===== src/rtl/hlq_pkg.sv =====
// Package: shared record type and helpers for the header log queue.
// Assumes 32-bit status words and four-dword header/prefix logs.
package hlq_pkg;
    localparam int STAT_W  = 32;
    localparam int IDX_W   = 5;
    localparam int DWORD_W = 32;
    localparam int LOG_DW  = 4;
    localparam int LOG_W   = DWORD_W * LOG_DW;

    // One pending error record, flags kept so masking happens at load time.
    typedef struct packed {
        logic [STAT_W-1:0] status;
        logic [LOG_W-1:0]  hdr;
        logic [LOG_W-1:0]  pfx;
        logic              hdr_ok;
        logic              pfx_ok;
    } hlq_rec_t;

    // Bit index of a one-hot word (lowest set bit).
    function automatic logic [IDX_W-1:0] bit_index(input logic [STAT_W-1:0] v);
        logic [IDX_W-1:0] r;
        r = '0;
        for (int i = STAT_W - 1; i >= 0; i--) begin
            if (v[i]) r = IDX_W'(i);
        end
        return r;
    endfunction

    // True when exactly one bit is set.
    function automatic logic is_onehot(input logic [STAT_W-1:0] v);
        return (v != '0) && ((v & (v - 1'b1)) == '0);
    endfunction
endpackage


===== src/rtl/hlq_fifo.sv =====
// Module: ordered store of pending error records (entry 0 is oldest).
// Assumes the caller never pushes when full unless it pops in the same
// cycle, and never pops when empty. Push lands after any same-cycle pop.
module hlq_fifo
    import hlq_pkg::*;
#(
    parameter int DEPTH = 4,
    parameter int CNT_W = 3
) (
    input  logic              clk,
    input  logic              rst_n,
    input  logic              push,
    input  logic              pop,
    input  logic              flush,
    input  hlq_rec_t          din,
    output hlq_rec_t          head_o,
    output logic [CNT_W-1:0]  count_o,
    output logic [STAT_W-1:0] status_or_o
);
    hlq_rec_t         mem [DEPTH];
    hlq_rec_t         nxt [DEPTH];
    logic [CNT_W-1:0] count;
    logic [CNT_W-1:0] wr_idx;

    // Next contents: shift down on pop, then write the pushed record.
    always_comb begin
        wr_idx = count - CNT_W'(pop);
        for (int i = 0; i < DEPTH - 1; i++) begin
            nxt[i] = pop ? mem[i + 1] : mem[i];
        end
        nxt[DEPTH-1] = mem[DEPTH-1];
        if (push) begin
            for (int i = 0; i < DEPTH; i++) begin
                if (int'(wr_idx) == i) nxt[i] = din;
            end
        end
    end

    // Entry storage and occupancy count.
    always_ff @(posedge clk) begin
        if (!rst_n) begin
            count <= '0;
            for (int i = 0; i < DEPTH; i++) mem[i] <= '0;
        end else begin
            for (int i = 0; i < DEPTH; i++) mem[i] <= nxt[i];
            if (flush) count <= '0;
            else       count <= count + CNT_W'(push) - CNT_W'(pop);
        end
    end

    // OR of the status bits of all occupied entries.
    always_comb begin
        status_or_o = '0;
        for (int i = 0; i < DEPTH; i++) begin
            if (i < int'(count)) status_or_o = status_or_o | mem[i].status;
        end
    end

    assign head_o  = mem[0];
    assign count_o = count;
endmodule


===== src/rtl/hlq_log_regs.sv =====
// Module: first-error pointer, header log, prefix log and prefix-present bit.
// Assumes load and clear are never meant together; load wins if both rise.
module hlq_log_regs
    import hlq_pkg::*;
(
    input  logic             clk,
    input  logic             rst_n,
    input  logic             load,
    input  logic             clr,
    input  hlq_rec_t         rec_i,
    input  logic             pfx_cap,
    output logic [IDX_W-1:0] fep_o,
    output logic [LOG_W-1:0] hdr_o,
    output logic [LOG_W-1:0] pfx_o,
    output logic             pfx_present_o
);
    logic pfx_take;

    // Prefixes are captured only when flagged and supported.
    assign pfx_take = rec_i.pfx_ok && pfx_cap;

    // Capture a record, or wipe the log.
    always_ff @(posedge clk) begin
        if (!rst_n) begin
            fep_o         <= '0;
            hdr_o         <= '0;
            pfx_o         <= '0;
            pfx_present_o <= 1'b0;
        end else if (load) begin
            fep_o         <= bit_index(rec_i.status);
            hdr_o         <= rec_i.hdr_ok ? rec_i.hdr : '0;
            pfx_o         <= pfx_take ? rec_i.pfx : '0;
            pfx_present_o <= pfx_take;
        end else if (clr) begin
            fep_o         <= '0;
            hdr_o         <= '0;
            pfx_o         <= '0;
            pfx_present_o <= 1'b0;
        end
    end
endmodule


===== src/rtl/hdr_log_queue.sv =====
// Module: top of the first-error header log queue. It owns the
// uncorrectable status register and decides, per cycle, whether a software
// clear promotes, clears or flushes, and whether a new record is captured,
// queued or dropped. Assumes QDEPTH is 0..8; the write is evaluated before
// a record in the same cycle.
module hdr_log_queue
    import hlq_pkg::*;
#(
    parameter int QDEPTH = 4
) (
    input  logic          clk,
    input  logic          rst_n,
    input  logic          mhr_en,
    input  logic          pfx_cap,
    input  logic          rec_valid,
    input  logic [31:0]   rec_status,
    input  logic [127:0]  rec_hdr,
    input  logic          rec_hdr_valid,
    input  logic [127:0]  rec_pfx,
    input  logic          rec_pfx_flag,
    input  logic          wr_valid,
    input  logic [31:0]   wr_clr,
    output logic [31:0]   ctrl_reg,
    output logic [31:0]   uncor_status,
    output logic [127:0]  hdr_log,
    output logic [127:0]  pfx_log,
    output logic          log_ovf
);
    localparam bit MHR_CAP = (QDEPTH > 0);
    localparam int CNT_W   = $clog2(QDEPTH + 2);

    logic [STAT_W-1:0] status_q;
    logic [STAT_W-1:0] st_after_wr;
    logic [STAT_W-1:0] st_next;
    logic [STAT_W-1:0] q_or;
    logic [CNT_W-1:0]  q_count;
    logic [IDX_W-1:0]  fep;
    logic [IDX_W-1:0]  fep_after_wr;
    logic              pfx_present;
    logic              mhr_act;
    logic              ptr_kept;
    logic              do_pop, do_clr, do_flush, do_reassert;
    logic              rec_ok, rec_queue, do_push, rec_direct, ovf_d;
    logic              q_full;
    logic              log_load;
    hlq_rec_t          rec_in;
    hlq_rec_t          q_head;
    hlq_rec_t          load_rec;

    // Recording is active only if the queue exists and software enabled it.
    assign mhr_act = mhr_en && MHR_CAP;

    // Pack the incoming record.
    assign rec_in = '{status: rec_status, hdr: rec_hdr, pfx: rec_pfx,
                      hdr_ok: rec_hdr_valid, pfx_ok: rec_pfx_flag};

    // Status-write decision: promote, clear or flush.
    always_comb begin
        st_after_wr = wr_valid ? (status_q & ~wr_clr) : status_q;
        ptr_kept    = st_after_wr[fep];
        do_pop      = 1'b0;
        do_clr      = 1'b0;
        do_flush    = 1'b0;
        do_reassert = 1'b0;
        if (wr_valid) begin
            if (!ptr_kept) begin
                if (mhr_act && (q_count != '0)) begin
                    do_pop      = 1'b1;
                    do_reassert = 1'b1;
                end else begin
                    do_clr = 1'b1;
                end
            end else if (mhr_act) begin
                do_reassert = 1'b1;
            end else begin
                do_flush = 1'b1;
            end
        end
        if (do_reassert) st_after_wr = st_after_wr | q_or;
    end

    // Pointer as seen by a record arriving in the same cycle as a write.
    always_comb begin
        if (do_pop)      fep_after_wr = bit_index(q_head.status);
        else if (do_clr) fep_after_wr = '0;
        else             fep_after_wr = fep;
    end

    // Record decision: capture directly, queue, or drop on a full queue.
    assign q_full     = (int'(q_count) >= QDEPTH);
    assign rec_ok     = rec_valid && is_onehot(rec_status);
    assign rec_queue  = rec_ok && mhr_act && st_after_wr[fep_after_wr];
    assign do_push    = rec_queue && (!q_full || do_pop);
    assign ovf_d      = rec_queue && !do_push;
    assign rec_direct = rec_ok && !rec_queue;
    assign st_next    = rec_ok ? (st_after_wr | rec_status) : st_after_wr;

    // Log register source: a direct record, else the promoted queue head.
    assign log_load = rec_direct || do_pop;
    assign load_rec = rec_direct ? rec_in : q_head;

    // Status register and overflow pulse.
    always_ff @(posedge clk) begin
        if (!rst_n) begin
            status_q <= '0;
            log_ovf  <= 1'b0;
        end else begin
            status_q <= st_next;
            log_ovf  <= ovf_d;
        end
    end

    // Queue present only when a non-zero depth is configured.
    generate
        if (QDEPTH > 0) begin : g_queue
            hlq_fifo #(
                .DEPTH (QDEPTH),
                .CNT_W (CNT_W)
            ) u_fifo (
                .clk         (clk),
                .rst_n       (rst_n),
                .push        (do_push),
                .pop         (do_pop),
                .flush       (do_flush),
                .din         (rec_in),
                .head_o      (q_head),
                .count_o     (q_count),
                .status_or_o (q_or)
            );
        end else begin : g_noqueue
            assign q_head  = '0;
            assign q_count = '0;
            assign q_or    = '0;
        end
    endgenerate

    hlq_log_regs u_log (
        .clk           (clk),
        .rst_n         (rst_n),
        .load          (log_load),
        .clr           (do_clr),
        .rec_i         (load_rec),
        .pfx_cap       (pfx_cap),
        .fep_o         (fep),
        .hdr_o         (hdr_log),
        .pfx_o         (pfx_log),
        .pfx_present_o (pfx_present)
    );

    // Control word assembly.
    always_comb begin
        ctrl_reg        = '0;
        ctrl_reg[4:0]   = fep;
        ctrl_reg[9]     = MHR_CAP;
        ctrl_reg[10]    = mhr_act;
        ctrl_reg[11]    = pfx_present;
    end

    assign uncor_status = status_q;
endmodule


===== config.mk =====
export PLATFORM = sky130hd
export DESIGN_NAME = hdr_log_queue
export DESIGN_NICKNAME = d
export VERILOG_FILES = /design/src/rtl/hlq_pkg.sv /design/src/rtl/hlq_fifo.sv /design/src/rtl/hlq_log_regs.sv /design/src/rtl/hdr_log_queue.sv
export SDC_FILE = /design/constraint.sdc
export NUM_CORES = 2
export LEC_CHECK = 0
export ABC_AREA = 1
export ABC_CLOCK_PERIOD_IN_PS = 5800
export BUFFER_PORTS_ARGS = -buffer_cell sky130_fd_sc_hd__buf_4
export CORE_UTILIZATION = 50
export CTS_CLUSTER_SIZE = 24
export DETAILED_ROUTE_END_ITERATION = 7
export GPL_TIMING_DRIVEN = 0
export PLACE_DENSITY_LB_ADDON = 0.1
export SLEW_MARGIN = 20
export SYNTH_ARGS = -nofsm -noshare
export SYNTH_HDL_FRONTEND = slang
export SYNTH_SLANG_ARGS = --single-unit
export TNS_END_PERCENT = 1

===== constraint.sdc =====
create_clock -name clk -period 5.8 [get_ports clk]
set_input_delay 0.29 -clock clk [delete_from_list [all_inputs] [get_ports clk]]
set_output_delay 0.29 -clock clk [all_outputs]
set_load 0.05 [all_outputs]

==> key figures <==
Status
  • Status: complete, but fails checks
  • Failing checks: setup timing

Floorplan
  • CORE AREA: 127000 um^2
  • Total die area: roughly 130000 um^2
  • Die width: about 360 um
  • Row cnt: 131
  • Die span in y: 360 um
  • I/O pin count: ~650
  • Starting density of the core: 50.4%

Cells and area
  • Layout Cells excl Fill: between 10000 and 15000
  • Most frequent cells in the layout: nand2_1 (1865), o21ai_0 (1750), dfxtp_1 (1454)
  • Utilization after layout: 63.6%
  • Final-stage net count: 10600
  • Leading cell type in the layout, fill and taps excluded: nand2_1
  • Area growth, synth to finish: 26.2%
  • Final instance area: approximately 80000 um^2
  • Share of cells above drive strength 1: 12.8%
  • FILL cells: between 10000 and 15000

Global routing
  • Grt total ovfl: 0
  • First-pass GRT wire length: 422000 um
  • GR Util met2: a little under two thirds
  • Vias in the first global route: ~66000
  • Met3 usage: 12.9%
  • Layer with the highest usage: met2
  • Initial antenna violation count: 18
  • Met1 GRT Util: 53.8%
  • Maximum number of pins on one net before global-route repair: 20
  • Total GRT Usage: 42.8%

Synthesis
  • Netlist Area Pre-Place: approximately 64000 um^2
  • Part of the Yosys area used for sequential elements: between 40% and 50%
  • Synth Warn #: 0
  • Ys async rst share: 0%
  • Ys flop type: dfxtp_1
  • Flop and latch count out of synthesis: about 1500
  • Avg Cell Area, Syn: around 7 um^2
  • Distinct cell type count of the synthesized netlist: between 40 and 50
  • Ranking of synthesized cells by area: dfxtp_1 (45%), o21ai_0 (14%), nand2_1 (11%)
  • Synth Instances: 9126
  • Top-area cell type share of the netlist area: 45.5%
  • Largest area contributor in the netlist: dfxtp_1
  • Number of flops mapped to enable cells by yosys: 0

Critical path
  • Crit path max fanout: 11
  • CP peak stage delay: around 500 ps
  • CP dominant cell by count: nand3_1
  • CP Buf/Inv Count: 10
  • Cell chain of the critical path: clkbuf_2, inv_1, clkbuf_4, ha_4, inv_4, nand2_4, inv_2, clkbuf_4, a21oi_1, o21ai_1, nand3_1, nand3_1, nand3_1, nand3_1, nand2_1, nand2_2, nand3_4, buf_4, a21oi_2, nand4_1, inv_4, clkbuf_2, clkbuf_1, a21oi_1
  • Number of cells on the critical path: 24
  • Worst EP arrival: 6510 ps
  • Reg2reg path depth: 24
  • Slowest stage cell on the critical path: clkbuf_2
  • WP data required: roughly 6500 ps
  • Crit. End Element: flip-flop
  • CP Class: reg2reg
  • Worst setup SP type: flip-flop
  • Family with the most delay on the worst path: buffers and inverters

STA
  • Final Skew: about 32 ps
  • Max_slew headroom: between 10% and 20%
  • Final setup vio count: 22
  • Setup Total Neg Slack: -440 ps
  • Final WS setup: -54.4 ps
  • Fin crit share: 101%
  • Final hold vios: 0
  • WHS: 26.4 ps
  • RSZ-0062 raised after global routing: true
  • Minimum clock period: approximately 5900 ps
  • Final max-slew violation count: 0
  • Worst Tran Pin Value: between 1000 and 1500 ps
  • Fmax: around 0.17 GHz

CTS
  • Clock root cell: clkbuf_16
  • Clock Latency Late Sink: a little over 800 ps
  • Clock transition at path regs: roughly 60 ps
  • Clock buffer depth: 3
  • H-Tree Depth: 4
  • CTS tree: built
  • Total CTS buffers: approximately 160
  • CTS sink cnt: 1458

Min path
  • Hold Crit Class: in2reg
  • Hold depth: 6

Detailed routing
  • Final ANT Viol Nets: 0
  • Vias post-DR: 72100
  • DR WL/cell: roughly 24 um
  • Final WL: a little under 300000 um
  • Iteration-0 DRC Markers: between 9000 and 10000
  • Drc violations: 0
  • DRT Pass-1 Iters: 7
  • Number of vias per cell: 5.97

Power
  • Leak: 30.8 nW
  • Tot Pwr: between 20 and 30 mW
  • Power Density: between 300 and 400 nW/um^2
  • VDD IR max: approximately 0.36 mV

Placement
  • Dpl cells: approximately 11000
  • Gpl congestion: 0.997
  • Pre-CTS WS: -3010 ps
  • IO Port Bufs: between 600 and 700
  • Placed cell area: roughly 71000 um^2
  • DP HPWL: ~210000 um

Flow run
  • Max-cap violation count: 0
-- cells by family after synthesis --
family	after synthesis	synth area share (%)
buffers and inverters	1660	10.0
adders and majority gates	8	0.168
AOI/OAI and AO/OA	3619	30.0
and+or+nand+nor	2377	14.3
xor gates and xnor gates	2	0.0273
DFF	1458	45.5
other	2	0.0117
-- sequential cells by signal, indices dropped and copies added (netlist names) --
register	count
u_log.fep_o	5
uncor_status	32
u_log.pfx_o	128
g_queue.u_fifo.count_o	3
log_ovf	1
u_log.pfx_present_o	1
u_log.hdr_o	128
g_queue.u_fifo.mem	1160
-- worst min-delay path, cell delays in order --
cell and delay (ps):
buf_4 80, nand2_1 40, nand2_1 80, o21ai_1 110
a21oi_1 130, nor2_1 50
-- per-layer routing --
| metal | vias to the layer above | routed length, um |
|---|---|---|
| met4 | 20 | 19800 |
| met2 | 4395 | 124000 |
| met3 | 872 | 35600 |
| met1 | 34100 | 112000 |
| li1 | 32700 | - |
| met5 | - | 128 |
-- path summary, 6_finish.rpt --
path / to / startpoint / slack, ps
max: g_queue.u_fifo.mem[3][123] / g_queue.u_fifo.count_o[2] / -50
min: uncor_status[4] / wr_clr[4] / 30
max reg2reg: g_queue.u_fifo.mem[3][123] / g_queue.u_fifo.count_o[2] / -50
min reg2reg: g_queue.u_fifo.mem[3][64] / g_queue.u_fifo.mem[3][64] / 450
-- cells in the mapped netlist (all sizes together) (4+ instances only) --
master	n
a221oi	5
a211oi	212
nor2	385
o211ai	40
nand2	1894
o311ai	6
o221ai	4
a311oi	88
o21ai	2006
a22oi	16
buf	102
inv	868
a31oi	9
nor3	10
clkbuf	689
ha	7
o22ai	18
dfxtp	1458
a21oi	1207
nor4	8
nand3	77
-- report_power, final --
part	switching (mW)	internal [mW]	total [mW]	leakage (nW)
Sequential	0.170	10.3	10.5	11.7
Combinational	3.15	1.19	4.34	16.6
Clock	4.33	5.91	10.2	2.53
Total	7.65	17.4	25.1	30.8
-- layout make-up --
class	instances	area (um^2)	area share, %
Timing Repair Buffer	979	8390	10.4
Buffer	788	3760	4.64
Multi-Input combinational cell	6031	29100	35.9
Antenna cell	16	40.0	0.0494
Sequential cell	1458	29200	36.1
Clock inverter	39	420	0.519
Tap cell	1662	2080	2.57
Inverter	869	3280	4.05
Clock buffer	238	4710	5.82
-- what timing repair did --
action                                  4_1_cts  5_1_grt
setup buffers                                12       26
resized for setup                           292      166
pin swaps                                     8       26
endpoints found under the setup margin     1425     1271
endpoints found under the hold margin      1335        4
gates cloned                                  0        2
hold buffers                                312        1
Power figures use the tool's default switching activity.
